--- config.mk ---
export PLATFORM = sky130hd
export DESIGN_NAME = seeprom_resp
export DESIGN_NICKNAME = d
export VERILOG_FILES = /design/src/rtl/seeprom_resp.sv
export SDC_FILE = /design/constraint.sdc
export NUM_CORES = 1
export LEC_CHECK = 0
export CAP_MARGIN = 20
export CORE_UTILIZATION = 46
export CTS_CLUSTER_DIAMETER = 60
export DETAILED_ROUTE_END_ITERATION = 8
export GPL_TIMING_DRIVEN = 0
export PLACE_DENSITY = 0.86
export SLEW_MARGIN = 20
export SYNTH_ARGS = -nofsm -noshare
export SYNTH_HDL_FRONTEND = slang
export SYNTH_SLANG_ARGS = --single-unit
--- constraint.sdc ---
create_clock -name clk -period 2.96 [get_ports clk]
set_clock_uncertainty 0.1 [all_clocks]
set_input_delay 0.296 -clock clk [delete_from_list [all_inputs] [get_ports clk]]
set_output_delay 0.296 -clock clk [all_outputs]
set_load 0.05 [all_outputs]
--- src/rtl/seeprom_resp.sv ---
module seeprom_resp #(
  parameter int OP_BITS   = 8,
  parameter int ADDR_BITS = 8,
  parameter int WORD_BITS = 16,
  parameter int STAT_BITS = 8,
  parameter int DEPTH     = 64,
  parameter logic [OP_BITS-1:0]   CMD_READ = 8'h03,
  parameter logic [OP_BITS-1:0]   CMD_STAT = 8'h05,
  parameter logic [WORD_BITS-1:0] WORD0    = 16'hBABA
) (
  input  logic        clk,
  input  logic        rst_n,
  input  logic        wr_en,
  input  logic [31:0] wr_data,
  output logic [31:0] rd_data,
  output logic        err
);
  localparam int B_SCK = 0, B_DIN = 1, B_DOUT = 2, B_REQ = 3, B_GNT = 4, B_WEN = 5, B_TYP = 6;
  localparam int OCW = $clog2(OP_BITS + 1);
  localparam int ACW = $clog2(ADDR_BITS + 1);
  localparam int DCW = $clog2(WORD_BITS + 1);
  localparam int DIW = $clog2(WORD_BITS);
  localparam logic [OCW-1:0] OP_DONE   = OCW'(OP_BITS);
  localparam logic [OCW-1:0] OP_LAST   = OCW'(OP_BITS - 1);
  localparam logic [ACW-1:0] AD_DONE   = ACW'(ADDR_BITS);
  localparam logic [ACW-1:0] AD_LAST   = ACW'(ADDR_BITS - 1);
  localparam logic [DCW-1:0] WD_DONE   = DCW'(WORD_BITS);
  localparam logic [DCW-1:0] WD_LAST   = DCW'(WORD_BITS - 1);
  localparam logic [DCW-1:0] ST_DONE   = DCW'(STAT_BITS);
  localparam logic [DCW-1:0] ST_LAST   = DCW'(STAT_BITS - 1);
  localparam logic [ADDR_BITS:0] DEPTH_W = (ADDR_BITS+1)'(DEPTH);

  logic sck_q, din_q, dout_q, req_q, gnt_q, wen_q, typ_q, err_q;
  logic [OP_BITS-1:0]   opcode;
  logic [ADDR_BITS-1:0] addr;
  logic [OCW-1:0]       op_cnt;
  logic [ACW-1:0]       ad_cnt;
  logic [DCW-1:0]       dt_cnt;

  wire                 rise    = wr_en && wr_data[B_SCK] && !sck_q;
  wire                 din_w   = wr_data[B_DIN];
  wire [OP_BITS-1:0]   op_nx   = {opcode[OP_BITS-2:0], din_w};
  wire [ADDR_BITS-1:0] ad_nx   = {addr[ADDR_BITS-2:0], din_w};
  wire                 is_rd   = opcode == CMD_READ;
  wire                 is_st   = opcode == CMD_STAT;
  wire [WORD_BITS-1:0] word    = (addr == '0) ? WORD0 : '0;
  wire                 unused_wr = ^{wr_data[31:7], wr_data[B_DOUT], wr_data[B_GNT]};

  assign rd_data = {25'd0, typ_q, wen_q, gnt_q, req_q, dout_q, din_q, sck_q};
  assign err     = err_q;

  always_ff @(posedge clk) begin
    if (!rst_n) begin
      sck_q <= 1'b0; din_q <= 1'b0; dout_q <= 1'b0; req_q <= 1'b0; gnt_q <= 1'b0;
      wen_q <= 1'b1; typ_q <= 1'b1; err_q <= 1'b0;
      opcode <= '0; addr <= '0; op_cnt <= '0; ad_cnt <= '0; dt_cnt <= '0;
    end else begin
      if (wr_en) begin
        sck_q <= wr_data[B_SCK];
        din_q <= wr_data[B_DIN];
        req_q <= wr_data[B_REQ];
        gnt_q <= wr_data[B_REQ];
        wen_q <= wr_data[B_WEN];
        typ_q <= wr_data[B_TYP];
      end
      if (rise && !err_q) begin
        if (op_cnt != OP_DONE) begin
          opcode <= op_nx;
          op_cnt <= op_cnt + 1'b1;
          if (op_cnt == OP_LAST && op_nx != CMD_READ && op_nx != CMD_STAT)
            err_q <= 1'b1;
        end else if (is_rd && ad_cnt != AD_DONE) begin
          addr   <= ad_nx;
          ad_cnt <= ad_cnt + 1'b1;
          if (ad_cnt == AD_LAST && {1'b0, ad_nx} >= DEPTH_W)
            err_q <= 1'b1;
        end else if (is_rd && dt_cnt != WD_DONE) begin
          dout_q <= word[dt_cnt[DIW-1:0]];
          if (dt_cnt == WD_LAST) begin
            opcode <= '0; addr <= '0; op_cnt <= '0; ad_cnt <= '0; dt_cnt <= '0;
          end else
            dt_cnt <= dt_cnt + 1'b1;
        end else if (is_st && dt_cnt != ST_DONE) begin
          dout_q <= 1'b0;
          if (dt_cnt == ST_LAST) begin
            opcode <= '0; addr <= '0; op_cnt <= '0; ad_cnt <= '0; dt_cnt <= '0;
          end else
            dt_cnt <= dt_cnt + 1'b1;
        end else
          err_q <= 1'b1;
      end
    end
  end
endmodule

==> results of run 1 <==
[state kept, by name (all words and copies together), names as in the netlist]
name	count
ad_cnt	4
wen_q	1
op_cnt	4
err	1
sck_q	1
dout_q	1
addr	8
typ_q	1
gnt_q	1
dt_cnt	5
din_q	1
opcode	8
[power by group]
part           internal [mW]  switching, mW  leakage, nW
Clock                  0.190          0.167       0.0455
Sequential             0.491        0.00555        0.291
Combinational         0.0569          0.127        0.713
[synth_stat cells, types with 2 or more instances]
library cell / instances
a21oi_1: 8
a22o_1: 8
a32o_1: 4
and3b_1: 2
buf_2: 3
buf_4: 32
clkbuf_1: 3
dfxtp_1: 36
ha_1: 8
inv_1: 11
mux2i_1: 11
nand2_1: 20
nand2b_1: 4
nand3_1: 6
nand3b_1: 2
nand4_1: 3
nand4bb_1: 2
nor2_1: 15
nor2b_1: 3
nor3_1: 5
nor4_2: 2
nor4bb_1: 3
o211ai_1: 5
o21ai_0: 3
o21ai_1: 7
o22ai_1: 2
o31ai_1: 2
or4_1: 2
xnor2_1: 2
xor2_1: 2
[area by class of cell]
cell class	count	area [µm²]
fill	392	1901
multi-input combinational	177	1200
sequential	36	720.7
buffer	38	266.5
timing repair buffer	13	130.1
clock buffer	8	90.09
tap	52	65.06
inverter	11	41.29
[logic make-up after synthesis]
logic type | count (synthesis) | synth area share (%)
AND/OR/NAND/NOR | 79 | 21.83
buffers and inverters | 49 | 14.39
AO/OA/AOI/OAI | 48 | 17.38
flip-flops | 36 | 33.70
multiplexers | 13 | 6.203
adder cells (fa/ha/maj) | 8 | 4.681
XOR/XNOR | 4 | 1.639
other | 1 | 0.1754
[layer usage]
| metal | track usage (%) | vias up | part of all wire [%] |
|---|---|---|---|
| li1 | - | 887 | - |
| met1 | 21.63 | 798 | 42 |
| met4 | 8.667 | 0 | 2.9 |
| met5 | 0 | - | 0 |
| met3 | 5.772 | 15 | 6.0 |
| met2 | 35.04 | 56 | 49 |
[through the flow]
step	instance area, µm²	cells	hold slack (ps)	setup WS [ps]	utilization [%]
after floorplan	2228	262	321.7	766.8	-
after global placement	2424	327	342.9	216.7	54.90
after detailed placement	2424	327	353.8	214.0	54.90
after CTS	2514	335	286.8	456.6	56.94
after global routing	2514	335	303.2	285.9	56.94
final	2514	335	284.7	390.8	56.94
[worst reg2reg max path: cells and delay by family, from the launching register on]
family                 cells  cell delay [ps]
buffers and inverters      1              200
AO/OA/AOI/OAI              3             1020
AND/OR/NAND/NOR            2              840
flip-flops                 1              310
[worst min path at each step]
stage                      endpoint  depth (start not counted)                start  slack, ps
3_5_place_dp    dout_q$_SDFFE_PN0P_                          2  dout_q$_SDFFE_PN0P_        350
5_1_grt          typ_q$_SDFFE_PN1P_                          3                wr_en        300
6_report         typ_q$_SDFFE_PN1P_                          3                wr_en        280
2_1_floorplan  addr[0]$_SDFFE_PN0P_                          1           wr_data[1]        320
3_3_place_gp    dout_q$_SDFFE_PN0P_                          2  dout_q$_SDFFE_PN0P_        340
4_1_cts          typ_q$_SDFFE_PN1P_                          3                wr_en        290
==> metrics.txt, run 1 <==
fraction of layout cells with a size suffix above 1 18.02%; routed wire length 4463 µm; Post-synth top flop dfxtp_1; critical path's slowest cell nor4bb_1; worst slew pin tran 768.6 ps; vias in the first global route 1697; total gr overflow 0; Initial Util 48.44%; gr usage total 19.73%; CTS tree yes; DRC viols 0; Leak 1.050 nW; clock root buffer clkbuf_8; Buf/Inv on CP 1; Post-synth EDFFs 0; CP max FO 8; die area 0.004925 mm²; CP Depth 6; drt first pass iters 4; Reg2Reg Depth 6; Placeable Area 0.004414 mm²; Clock Latency Late Sink 290 ps; Pwr Density 412.5 mW/mm²; Max Root-Sink Buffers 2; Peak Freq 389.2 MHz; most frequent cells in the layout 36 x dfxtp_1, 32 x buf_4, 25 x conb_1; CP Capture Type flop; post-synthesis instance total 238; global placement routability congestion 0.9100; RSZ-0062 raised after global routing no; chip height 70.18 µm; IO Count 68; # hold bufs at CTS 0; Nets 325; htree depth 2; area share of the largest cell type after synthesis 33.70%; final hold vios 0; CP Launch Point opcode[1]$_SDFFE_PN0P_; Synth Area per Inst 8.984 µm²; MaxCap Viol Count 0; clock sink count 36; P&R area growth vs syn 17.55%; first-pass GRT wire length 7562 µm; crit path to opcode[1]$_SDFFE_PN0P_; WS Path Type flop to flop; CP Launch Type flop; total number of vias 1756; Final Setup Violations 0; setup tns final 0 ps; R2R Setup Slk 390 ps; Detail Placement HPWL 3467 µm; synth warn 0; crit share post-route 86.80%; Seq cells post-synth 36; fin crit period 2569 ps; max-slew violation count 0; pin count of the biggest net entering global routing 11; crit path DAT 2650 ps; DR vias/cell 5.242; post-CTS sizing 0; synthesized cell area 0.002138 mm²; antenna violations before repair 0; register area share after synthesis 33.70%; run status completed; CP cell instances buf_2 > nor4bb_1 > nand4_1 > a211oi_2 > a21oi_2 > a32o_1; synth top area cells dfxtp_1 34%, buf_4 11%, mux2i_1 5.1%; Slew headroom 48.06%; CP required 3040 ps; Max stage delay on crit path 570 ps; Hold Path Class primary input to flop; reg2reg end opcode[1]$_SDFFE_PN0P_; number of distinct library cells after synthesis 52; ant diodes 0; Die W 70.18 µm; worst r2r src opcode[1]$_SDFFE_PN0P_; Total Power 1.037 mW; Max VDD drop 0.0003132 V; largest area contributor in the netlist dfxtp_1; buffers added on ports 13; Worst-path clk slew 70 ps; CP top delay family compound AO/OA/AOI/OAI gates; post-CTS setup buffers 0; row cnt 24; CTS buffer count 5; drt wl/cell 13.32 µm; DRT iter0 DRCs 81; asr flop ratio synth 0%; Post-DRT Antenna Nets 0; commonest non-fill, non-tap cell in the layout dfxtp_1
Note: power is estimated with default switching activity, not from simulation.
==> inputs of run 2 (changes only) <==
--- a/config.mk
+++ b/config.mk
@@ -11,6 +11,7 @@
 export DETAILED_ROUTE_END_ITERATION = 8
 export GPL_TIMING_DRIVEN = 0
 export PLACE_DENSITY = 0.86
+export SETUP_SLACK_MARGIN = 0.02
 export SLEW_MARGIN = 20
 export SYNTH_ARGS = -nofsm -noshare
 export SYNTH_HDL_FRONTEND = slang
==> results of run 2 <==
Same layout as run 1: the final DEF is identical, and so are final timing and power.
==> inputs of run 3 (changes only) <==
--- a/config.mk
+++ b/config.mk
@@ -6,8 +6,11 @@
 export NUM_CORES = 1
 export LEC_CHECK = 0
 export CAP_MARGIN = 20
-export CORE_UTILIZATION = 46
+export CELL_PAD_IN_SITES_DETAIL_PLACEMENT = 0
+export CELL_PAD_IN_SITES_GLOBAL_PLACEMENT = 1
+export CORE_UTILIZATION = 34
 export CTS_CLUSTER_DIAMETER = 60
+export CTS_CLUSTER_SIZE = 8
 export DETAILED_ROUTE_END_ITERATION = 8
 export GPL_TIMING_DRIVEN = 0
 export PLACE_DENSITY = 0.86
==> metrics.txt, run 3 (synthesis gave the netlist of run 1 again) <==
run status completed; row cnt 28 (+17%); setup tns final 0 ps (unchanged); pin count of the biggest net entering global routing 12 (+1); drt first pass iters 4 (unchanged); DR vias/cell 4.874 (-7.0%); most frequent cells in the layout 36 x dfxtp_1, 32 x buf_4, 25 x conb_1; CP required 3040 ps (about the same); DRC viols 0 (unchanged); Pwr Density 412.8 mW/mm² (about the same); min-delay src wr_en; global placement routability congestion 0.9449 (+3.8%); IO Count 68 (unchanged); Hold Path Class primary input to flop; Placeable Area 0.005991 mm² (+36%); max-slew violation count 0 (unchanged); Finished Layout Cells 358 (+6.9%); post-CTS setup buffers 0 (unchanged); crit share post-route 87.26% (+0.46 points); Leak 1.056 nW (+0.52%); drt wl/cell 12.35 µm (-7.3%); htree depth 2 (unchanged); P&R area growth vs syn 19.02%; MaxCap Viol Count 0 (unchanged); chip height 81.31 µm (+16%); first-pass GRT wire length 7514 µm (-0.63%); CTS buffer count 5 (unchanged); CP Launch Point wr_data[0]; CP Launch Type primary input; Worst-path clk slew 70 ps (about the same); clock sink count 36 (unchanged); buffers added on ports 13 (unchanged); dpl cells 350 (+7.0%); # hold bufs at CTS 0 (unchanged); CP Capture Type flop; Nets 325 (unchanged); Slew headroom 39.41% (-8.6 points); CTS tree yes; Final Setup Violations 0 (unchanged); Clock Latency Late Sink 290 ps (about the same); # fillers 597 (+52%); Peak Freq 387.2 MHz (-0.53%); routed wire length 4423 µm (-0.90%); Post-DRT Antenna Nets 0 (unchanged); vias in the first global route 1606 (-5.4%); worst slew pin tran 896.6 ps (+128.0 ps); worst r2r src opcode[1]$_SDFFE_PN0P_; Die W 81.31 µm (+16%); DRT iter0 DRCs 96 (+19%); total gr overflow 0 (unchanged); Detail Placement HPWL 3282 µm (-5.3%); clock root buffer clkbuf_8; Initial Util 35.69% (-13 points); biggest regs addr: 8 flops, opcode: 8 flops, dt_cnt: 5 flops; ant diodes 0 (unchanged); fraction of layout cells with a size suffix above 1 18.73% (+0.71 points); crit path DAT 2670 ps (+20 ps); total number of vias 1745 (-0.63%); Max Root-Sink Buffers 2 (unchanged); area of the multi-input gates 0.001200 mm² (unchanged); WS Path Type primary input to flop; gr usage total 14.96% (-4.8 points); die area 0.006611 mm² (+34%); commonest non-fill, non-tap cell in the layout dfxtp_1; sequential cell area 720.7 µm² (unchanged); post-CTS sizing 0 (unchanged); Max VDD drop 0.0002485 V (-21%); CP max FO 9 (+1); antenna violations before repair 0 (unchanged); RSZ-0062 raised after global routing no; fin crit period 2583 ps (+13.73 ps); final hold vios 0 (unchanged)
## run 3: final cells by class
cell class	instances	area share [%]
Inverter	11	1.622
Clock inverter	2	0.3933
Buffer	38	10.47
Timing Repair Buffer	13	5.113
Clock buffer	6	3.245
Tap cell	75	3.687
Sequential cell	36	28.32
Multi-Input combinational cell	177	47.15
## run 3: final timing paths
| kind | slack [ps] | depth (start not counted) | end |
|---|---|---|---|
| max | 380 | 6 | ad_cnt[0]$_SDFFE_PN0P_ |
| min reg2reg | 360 | 2 | dout_q$_SDFFE_PN0P_ |
| min | 260 | 3 | typ_q$_SDFFE_PN1P_ |
| max reg2reg | 390 | 6 | ad_cnt[0]$_SDFFE_PN0P_ |
## run 3: layer usage
metal / up-vias / global-route usage [%] / share of wire [%]
met5: - / 0 / 0
met4: 0 / 6.429 / 1.6
met3: 6 / 3.708 / 4.7
met2: 51 / 23.75 / 45
met1: 804 / 19.05 / 48
li1: 884 / - / -
## run 3: through the flow
step	utilization, %	power [mW]	cell area [µm²]	worst slack [ps]	hold WS, ps
6_report	42.48	1.050	2545	377.1	263.1
5_1_grt	42.48	1.089	2545	236.0	301.6
4_1_cts	42.48	1.053	2545	427.7	262.0
3_5_place_dp	40.94	0.6890	2452	140.2	359.0
3_3_place_gp	40.94	0.6881	2452	128.1	347.8
2_1_floorplan	-	0.6608	2228	766.8	321.7
## run 3: critical path, cell delays in order
cell	delay, ps
clkdlybuf4s50_1	500
nor4bb_1	790
nand2_1	170
a211oi_2	420
a211oi_4	180
mux2_1	310
## run 3: where the power goes
part	switching, mW	internal [mW]	total, mW	leakage, nW
Combinational	0.127	0.0565	0.183	0.713
Clock	0.186	0.186	0.372	0.0510
Sequential	0.00524	0.490	0.496	0.291
Total	0.318	0.733	1.05	1.06
